**config.mk**
```make
export PLATFORM = sky130hd
export DESIGN_NAME = zrl_expander
export DESIGN_NICKNAME = d
export VERILOG_FILES = /design/src/rtl/zrl_pkg.sv /design/src/rtl/zrl_hdr_decode.sv /design/src/rtl/zrl_len_counter.sv /design/src/rtl/zrl_frame_track.sv /design/src/rtl/zrl_expander.sv
export SDC_FILE = /design/constraint.sdc
export NUM_CORES = 1
export LEC_CHECK = 0
export BUFFER_PORTS_ARGS = -buffer_cell sky130_fd_sc_hd__buf_4
export CAP_MARGIN = 20
export CORE_AREA = 2 2 53 55
export DETAILED_ROUTE_END_ITERATION = 16
export DIE_AREA = 0 0 55 57
export PLACE_DENSITY = 0.65
export SLEW_MARGIN = 10
export SYNTH_ARGS = -nofsm -noshare
export SYNTH_HDL_FRONTEND = slang
export SYNTH_SLANG_ARGS = --single-unit
```
**constraint.sdc**
```tcl
create_clock -name clk -period 2.3 [get_ports clk]
set_clock_uncertainty 0.05 [all_clocks]
set_input_delay 0.345 -clock clk [delete_from_list [all_inputs] [get_ports clk]]
set_output_delay 0.345 -clock clk [all_outputs]
set_load 0.05 [all_outputs]
```
**src/rtl/zrl_pkg.sv**
```systemverilog
package zrl_pkg;

    localparam int BYTE_W = 8;
    localparam int LEN_W  = BYTE_W - 1;

    typedef enum logic [1:0] {
        ST_HDR  = 2'd0,
        ST_ZERO = 2'd1,
        ST_LIT  = 2'd2
    } zrl_state_e;

    typedef enum logic [1:0] {
        HK_NOP = 2'd0,
        HK_RUN = 2'd1,
        HK_LIT = 2'd2
    } hdr_kind_e;

    typedef struct packed {
        hdr_kind_e        kind;
        logic [LEN_W-1:0] len;
    } hdr_t;

    function automatic hdr_t decode_hdr(input logic [BYTE_W-1:0] b);
        hdr_t h;
        h.len = b[LEN_W-1:0];
        if (h.len == '0)
            h.kind = HK_NOP;
        else if (b[BYTE_W-1])
            h.kind = HK_LIT;
        else
            h.kind = HK_RUN;
        return h;
    endfunction

endpackage

```
**src/rtl/zrl_hdr_decode.sv**
```systemverilog
module zrl_hdr_decode
    import zrl_pkg::*;
(
    input  logic [BYTE_W-1:0] byte_i,
    output hdr_t              hdr_o
);
    always_comb hdr_o = decode_hdr(byte_i);
endmodule

```
**src/rtl/zrl_len_counter.sv**
```systemverilog
module zrl_len_counter
    import zrl_pkg::*;
(
    input  logic             clk,
    input  logic             rst,
    input  logic             load,
    input  logic [LEN_W-1:0] load_val,
    input  logic             dec,
    input  logic             clr,
    output logic [LEN_W-1:0] cnt,
    output logic             at_one
);
    localparam logic [LEN_W-1:0] ONE = LEN_W'(1);

    always_ff @(posedge clk) begin
        if (rst || clr)
            cnt <= '0;
        else if (load)
            cnt <= load_val;
        else if (dec)
            cnt <= cnt - ONE;
    end

    assign at_one = (cnt == ONE);
endmodule

```
**src/rtl/zrl_frame_track.sv**
```systemverilog
module zrl_frame_track (
    input  logic clk,
    input  logic rst,
    input  logic last_taken,
    input  logic idle,
    input  logic abort,
    output logic frame_done,
    output logic lit_error
);
    logic pend_q;

    assign frame_done = pend_q && idle;

    always_ff @(posedge clk) begin
        if (rst) begin
            pend_q    <= 1'b0;
            lit_error <= 1'b0;
        end else begin
            if (last_taken)
                pend_q <= 1'b1;
            else if (frame_done)
                pend_q <= 1'b0;
            if (abort)
                lit_error <= 1'b1;
        end
    end
endmodule

```
**src/rtl/zrl_expander.sv**
```systemverilog
module zrl_expander
    import zrl_pkg::*;
(
    input  logic              clk,
    input  logic              rst,
    input  logic [BYTE_W-1:0] in_data,
    input  logic              in_valid,
    input  logic              in_last,
    output logic              in_ready,
    output logic [BYTE_W-1:0] out_data,
    output logic              out_valid,
    input  logic              out_ready,
    output logic              frame_done,
    output logic              lit_error
);
    zrl_state_e       st_q, st_d;
    hdr_t             hdr;
    logic [LEN_W-1:0] cnt;
    logic             cnt_at_one;
    logic             load, dec, abort;
    logic             in_fire, out_fire;

    zrl_hdr_decode u_dec (
        .byte_i (in_data),
        .hdr_o  (hdr)
    );

    zrl_len_counter u_cnt (
        .clk      (clk),
        .rst      (rst),
        .load     (load),
        .load_val (hdr.len),
        .dec      (dec),
        .clr      (abort),
        .cnt      (cnt),
        .at_one   (cnt_at_one)
    );

    zrl_frame_track u_frm (
        .clk        (clk),
        .rst        (rst),
        .last_taken (in_fire && in_last),
        .idle       (st_q == ST_HDR),
        .abort      (abort),
        .frame_done (frame_done),
        .lit_error  (lit_error)
    );

    // handshake steering per state
    always_comb begin
        in_ready  = 1'b0;
        out_valid = 1'b0;
        out_data  = '0;
        unique case (st_q)
            ST_HDR:  in_ready = 1'b1;
            ST_ZERO: out_valid = 1'b1;
            ST_LIT: begin
                in_ready  = out_ready;
                out_valid = in_valid;
                out_data  = in_data;
            end
            default: ;
        endcase
    end

    assign in_fire  = in_valid && in_ready;
    assign out_fire = out_valid && out_ready;

    // next-state and counter control
    always_comb begin
        st_d  = st_q;
        load  = 1'b0;
        dec   = 1'b0;
        abort = 1'b0;
        unique case (st_q)
            ST_HDR: begin
                if (in_fire) begin
                    unique case (hdr.kind)
                        HK_RUN: begin
                            st_d = ST_ZERO;
                            load = 1'b1;
                        end
                        HK_LIT: begin
                            if (in_last) begin
                                abort = 1'b1;
                            end else begin
                                st_d = ST_LIT;
                                load = 1'b1;
                            end
                        end
                        default: ;
                    endcase
                end
            end
            ST_ZERO: begin
                if (out_fire) begin
                    dec = 1'b1;
                    if (cnt_at_one)
                        st_d = ST_HDR;
                end
            end
            ST_LIT: begin
                if (in_fire) begin
                    if (cnt_at_one) begin
                        dec  = 1'b1;
                        st_d = ST_HDR;
                    end else if (in_last) begin
                        abort = 1'b1;
                        st_d  = ST_HDR;
                    end else begin
                        dec = 1'b1;
                    end
                end
            end
            default: st_d = ST_HDR;
        endcase
    end

    always_ff @(posedge clk) begin
        if (rst)
            st_q <= ST_HDR;
        else
            st_q <= st_d;
    end
endmodule

```
Word-level counts from Yosys, hierarchy flattened
Index checks and enable logic that the tools add are counted.
{"block": "totals", "register_bits": 11, "in_bits": 13, "out_inout_bits": 12}
{"block": "op_classes", "eq_ne": 12, "muxes": 32, "addsub": 1, "n_reduce_logical": 10}
{"cell": "2-bit two-way mux", "n": 9}
{"cell": "7-bit two-way mux", "n": 2}
{"cell": "1-bit two-way mux", "n": 13}
{"cell": "1-bit one-hot mux with 2 select lines", "n": 5}
{"cell": "3-bit != test (second input constant)", "n": 3}
{"cell": "8-bit two-way mux", "n": 1}
{"cell": "2-bit != test (second input constant)", "n": 4}
{"cell": "7-bit by 1-bit == test with 1-bit output (second input constant)", "n": 1}
{"cell": "7-bit zero test", "n": 1}
{"cell": "7-bit AND reduction", "n": 1}
{"cell": "7-bit by 1-bit subtractor with 7-bit output (second input constant)", "n": 1}
{"cell": "2-bit one-hot mux with 3 select lines", "n": 1}
{"cell": "2-bit by 1-bit == test with 1-bit output (second input constant)", "n": 2}
{"cell": "2-bit == test (second input constant)", "n": 2}
{"cell": "1-bit logical AND", "n": 4}
{"cell": "2-bit one-hot mux with 2 select lines", "n": 1}
{"cell": "2-bit nonzero test", "n": 2}
{"cell": "2-bit zero test", "n": 1}
{"cell": "1-bit logical OR", "n": 1}

Logic depth before layout (Yosys ltp)
{"block": "depth", "word_depth": 7, "depth_mapped": 7, "ltp_nobuf": 7}

Cells and area by module
From an unflattened synthesis, not the netlist that was laid out.
{"block": "unflattened", "cells_unflattened": 122, "hier_area_um2": 975.9}
{"mod": "zrl_expander", "area_per_inst_um2": 426.7, "n_inst": 1, "cells_per_inst": 57, "seq_area_each_um2": 40.0}
{"mod": "zrl_len_counter", "area_per_inst_um2": 392.9, "n_inst": 1, "cells_per_inst": 46, "seq_area_each_um2": 140.1}
{"mod": "zrl_hdr_decode", "area_per_inst_um2": 82.6, "n_inst": 1, "cells_per_inst": 11, "seq_area_each_um2": 0.0}
{"mod": "zrl_frame_track", "area_per_inst_um2": 73.8, "n_inst": 1, "cells_per_inst": 8, "seq_area_each_um2": 40.0}

Worst setup path before layout
OpenSTA, ideal clock, no wires.
{"block": "synth_path", "path_type": "reg2out", "from": "register st_q[0]", "to": "output out_valid", "t_arrival_ps": 1652, "path_stages_with_launch": 6, "n_path_buf": 1, "slack_ps": 253, "t_required_ps": 1905, "path_cell_list": "dfxtp_1 -> inv_1 -> ha_1 -> clkbuf_1 -> a21oi_1 -> nor2b_1"}
{"block": "synth_between", "elab_chain_len": 2, "elab_cells_between_ends": 3, "cone_classes": "2 x eq/ne; 1 x mux"}
{"item": "start, declared", "line_no": "zrl_expander.sv:16", "text": "zrl_state_e st_q, st_d;"}
{"item": "start signal, assigned", "line_no": "zrl_expander.sv:123", "text": "st_q <= st_d;"}
{"item": "2-bit == test or 2-bit by 1-bit == test with 1-bit output (tied branches)", "line_no": "zrl_expander.sv:54", "text": "unique case (st_q)"}
{"item": "1-bit one-hot mux with 2 select lines (*)", "line_no": "zrl_expander.sv:54"}
{"item": "end, declared", "line_no": "zrl_expander.sv:11", "text": "output logic out_valid,"}
Every way passes the cells marked *; elsewhere a longest branch is shown, timed or not.

Final worst setup path
{"block": "layout_path", "from": "register st_q[1]", "to": "register u_cnt.cnt[5]"}
{"block": "layout_between", "elab_chain_len": 6, "elab_cells_between_ends": 18, "cone_classes": "2 x eq/ne; 11 x mux; 5 x reduce/logical"}
{"item": "2-bit == test (tied with other cells)", "line_no": "zrl_expander.sv:54, zrl_expander.sv:75"}
{"item": "1-bit one-hot mux with 2 select lines", "line_no": "zrl_expander.sv:54"}
{"item": "1-bit logical AND (on tied branches)", "line_no": "zrl_expander.sv:66, zrl_expander.sv:67"}
{"item": "1-bit two-way mux (on tied branches)", "line_no": "zrl_expander.sv:103, zrl_expander.sv:77, zrl_expander.sv:96"}
{"item": "1-bit one-hot mux with 2 select lines or 1-bit two-way mux (tied branches)", "line_no": "zrl_expander.sv:75", "text": "unique case (st_q)"}
{"item": "2-bit nonzero test (no line) (tied with other cells)"}
{"item": "end signal, assigned", "line_no": "zrl_len_counter.sv:19", "text": "cnt <= load_val;"}
{"item": "end signal, assigned", "line_no": "zrl_len_counter.sv:21", "text": "cnt <= cnt - ONE;"}
{"item": "end, declared", "line_no": "zrl_len_counter.sv:10", "text": "output logic [LEN_W-1:0] cnt,"}
Several ways; a longest one is shown, not always the timed one.
A chain may end at the register's enable or synchronous reset.

==> flow_summary.ini <==
[status]
status = finished clean

[global_routing]
grt_antenna_before_repair = 0
grt_pass1_vias = 906
grt_use_total_pct = 17.5
grt_max_degree = 14
grt_pass1_wl_mm = 4.06
overflow = 0

[floorplanning]
die_h_um = 57
start_util_pct = 35.8
core_area_um2 = 2620
fp.dieW_um = 55
io_pins = 25
rows = 19
die_area_um2 = 3140

[cells_and_area]
n_fill_cell = 268
final_common_cell = buf_4
antenna_cells = 0
fin_nets = 159
mostFrequentLayoutCells = buf_4, dfxtp_1, and2_1
design_area_um2 = 1200
drive_gt1_share_pct = 29.0
area_delta_synth_final_pct = 27.8

[worst_hold_path]
hold_path.class = primary input to flip-flop

[cts]
cts.repair.resized = 0
hold_buffers = 0
h-tree-depth = 1
clockBufferDepth = 2
clock_latency_ns = 0.28
numCtsBuffers = 3
root_buffer = clkbuf_4
tritoncts = yes
cts.clk_slew.worst_paths_ns = 0.07
postCtsSetupRepairBufs = 0
clock_sinks = 11

[drt]
viasPerCell = 5.44
drt_pre_antenna_iters = 4
drt_iter0_drc = 27
drc = 0
avgRoutedWirePerCell_um = 13.8
totalWireLength_mm = 2.34
ant_nets = 0
vias = 919

[timing]
period_share_pct = 93.0
tightest_slew_ns = 0.489
setup_viol = 0
slew_headroom_pct = 67.2
finalHoldViolations = 0
min_period_ns = 2.14
rsz0062_at_grt = no
max_freq_ghz = 0.468
tns_ns = 0
finalMaxSlewViolations = 0

[synthesis]
synth_top_family_by_area = simple AND/OR/NAND/NOR gates
syn_area_um2 = 937
synth.top_cell.area_share_pct = 23.5
yosys.area.top_type = dfxtp_1
synth_compound_area_share_pct = 27.4
syn_nets = 129
synth_fa_ha_area_share_pct = 9.35
syn-mean-instance-area_um2 = 8.60
synthXorXnorAreaFrac_pct = 3.74
synth-simple-area-share_pct = 31.6
synthCells = 109
synth_cell_types = 39
synth_area_leaders = dfxtp_1, ha_1, and2_1
synthMuxAreaShare_pct = 0
synth_seq_cells = 11
ys_seq_area_share_pct = 23.5
yosysWarnings = 0

[setup_path]
worst-endpoint-required_ns = 2.42
cp-start-kind = flip-flop
cp-end-kind = flip-flop
path_max_fanout = 5
critPathArrivalTime_ns = 2.25
crit_type = flip-flop to flip-flop

[pwr]
switchingPower_w = 0.000455
leakagePower_nw = 0.488
vdd_drop_max_v = 0.000440
sequentialPowerShare_pct = 27.6
power_frac_clock_pct = 14.3
switching_share_pct = 47.5
internal-power_w = 0.000502
pwr_density_cell_nw_per_um2 = 799
power_frac_comb_pct = 58.1

[placement]
port_buffers = 24
place_hpwl_mm = 1.86
postPlaceCellArea_um2 = 1170
gp_congestion = 0.815

[run]
drv_cap = 0
==> area by class of cell <==
class	instances	area, um^2	area share (%)
tap	31	38.8	3.24
clock buffer	4	26.3	2.19
timing repair buffer	27	203	16.9
inverter	9	33.8	2.82
sequential	11	220	18.4
multi-input combinational	87	676	56.4
==> state kept, by name, summed over array words and instances (netlist names) <==
| signal | cells |
|---|---|
| u_frm.pend_q | 1 |
| u_cnt.cnt | 7 |
| st_q | 2 |
| u_frm.lit_error | 1 |
==> per-layer routing <==
| layer | share of wire (%) | global-route usage [%] |
|---|---|---|
| met1 | 45 | 22.9 |
| met2 | 47 | 25.5 |
| met3 | 5.6 | 3.93 |
| met4 | 3.0 | 10.8 |
| met5 | 0 | 0 |
==> worst paths after layout <==
path	cells after the start	endpoint	from	slack (ns)
setup / recovery	7	u_cnt.cnt[5]	st_q[1]	0.16
hold / removal	2	u_frm.pend_q	rst	0.22
setup reg to reg	7	u_cnt.cnt[5]	st_q[1]	0.16
hold reg to reg	2	u_frm.lit_error	u_frm.lit_error	0.41
==> cells by family after synthesis <==
logic type                 after synthesis
DFF                                     11
and+or+nand+nor                         45
xor gates and xnor gates                 4
adders and majority gates                7
AOI/OAI and AO/OA                       31
buffers and inverters                   11
==> power by group through the flow <==
stage / Combinational (W) / Sequential, W / Clock (W)
finish: 0.000556 / 0.000264 / 0.000137
global route: 0.000608 / 0.000269 / 0.000146
detailed placement: 0.000551 / 0.000268 / 0
floorplan: 0.000408 / 0.000267 / 0
CTS: 0.000556 / 0.000264 / 0.000136
global placement: 0.000545 / 0.000268 / 0
==> Yosys cell counts <==
cell type,n
nor3_2,1
nor3b_4,1
o31a_1,2
xnor2_1,4
nor3b_2,1
o2111ai_1,1
dfxtp_1,11
a211oi_2,1
nor4_4,1
and2_1,10
a31oi_1,1
nand4_1,1
a21boi_1,2
a211oi_1,5
nor3_1,5
nand3_1,1
a2bb2oi_1,1
o31ai_2,1
nor3_4,1
nand2_1,7
a221oi_4,1
a311oi_1,2
inv_1,9
nand4b_1,1
nor2_1,9
a21bo_1,1
ha_1,7
a22oi_1,1
nand3b_1,1
clkbuf_1,2
nor4_2,1
o211ai_1,2
nor2b_1,2
a31o_1,1
o21ai_1,2
a21oi_1,5
and4_1,2
a211o_1,1
a21oi_2,1
==> critical path: stages (launching register included) <==
cell and delay, ns:
dfxtp_1 0.41, inv_1 0.10, ha_1 0.23, o21ai_1 0.36, o31a_1 0.41, nor3b_4 0.10
a311oi_1 0.28, nor3_1 0.08
==> per-stage QoR <==
stage / hold slack (ns) / instances / total power (W) / util (%) / worst slack [ns]
after floorplan: 0.364 / 109 / 0.000676 / - / 0.253
after global placement: 0.391 / 165 / 0.000813 / 44.8 / 0.252
after detailed placement: 0.395 / 165 / 0.000818 / 44.8 / 0.218
after CTS: 0.218 / 169 / 0.000956 / 45.8 / 0.178
after global routing: 0.231 / 169 / 0.00102 / 45.8 / 0.00287
final: 0.221 / 169 / 0.000957 / 45.8 / 0.162
Power figures use the tool's default switching activity.
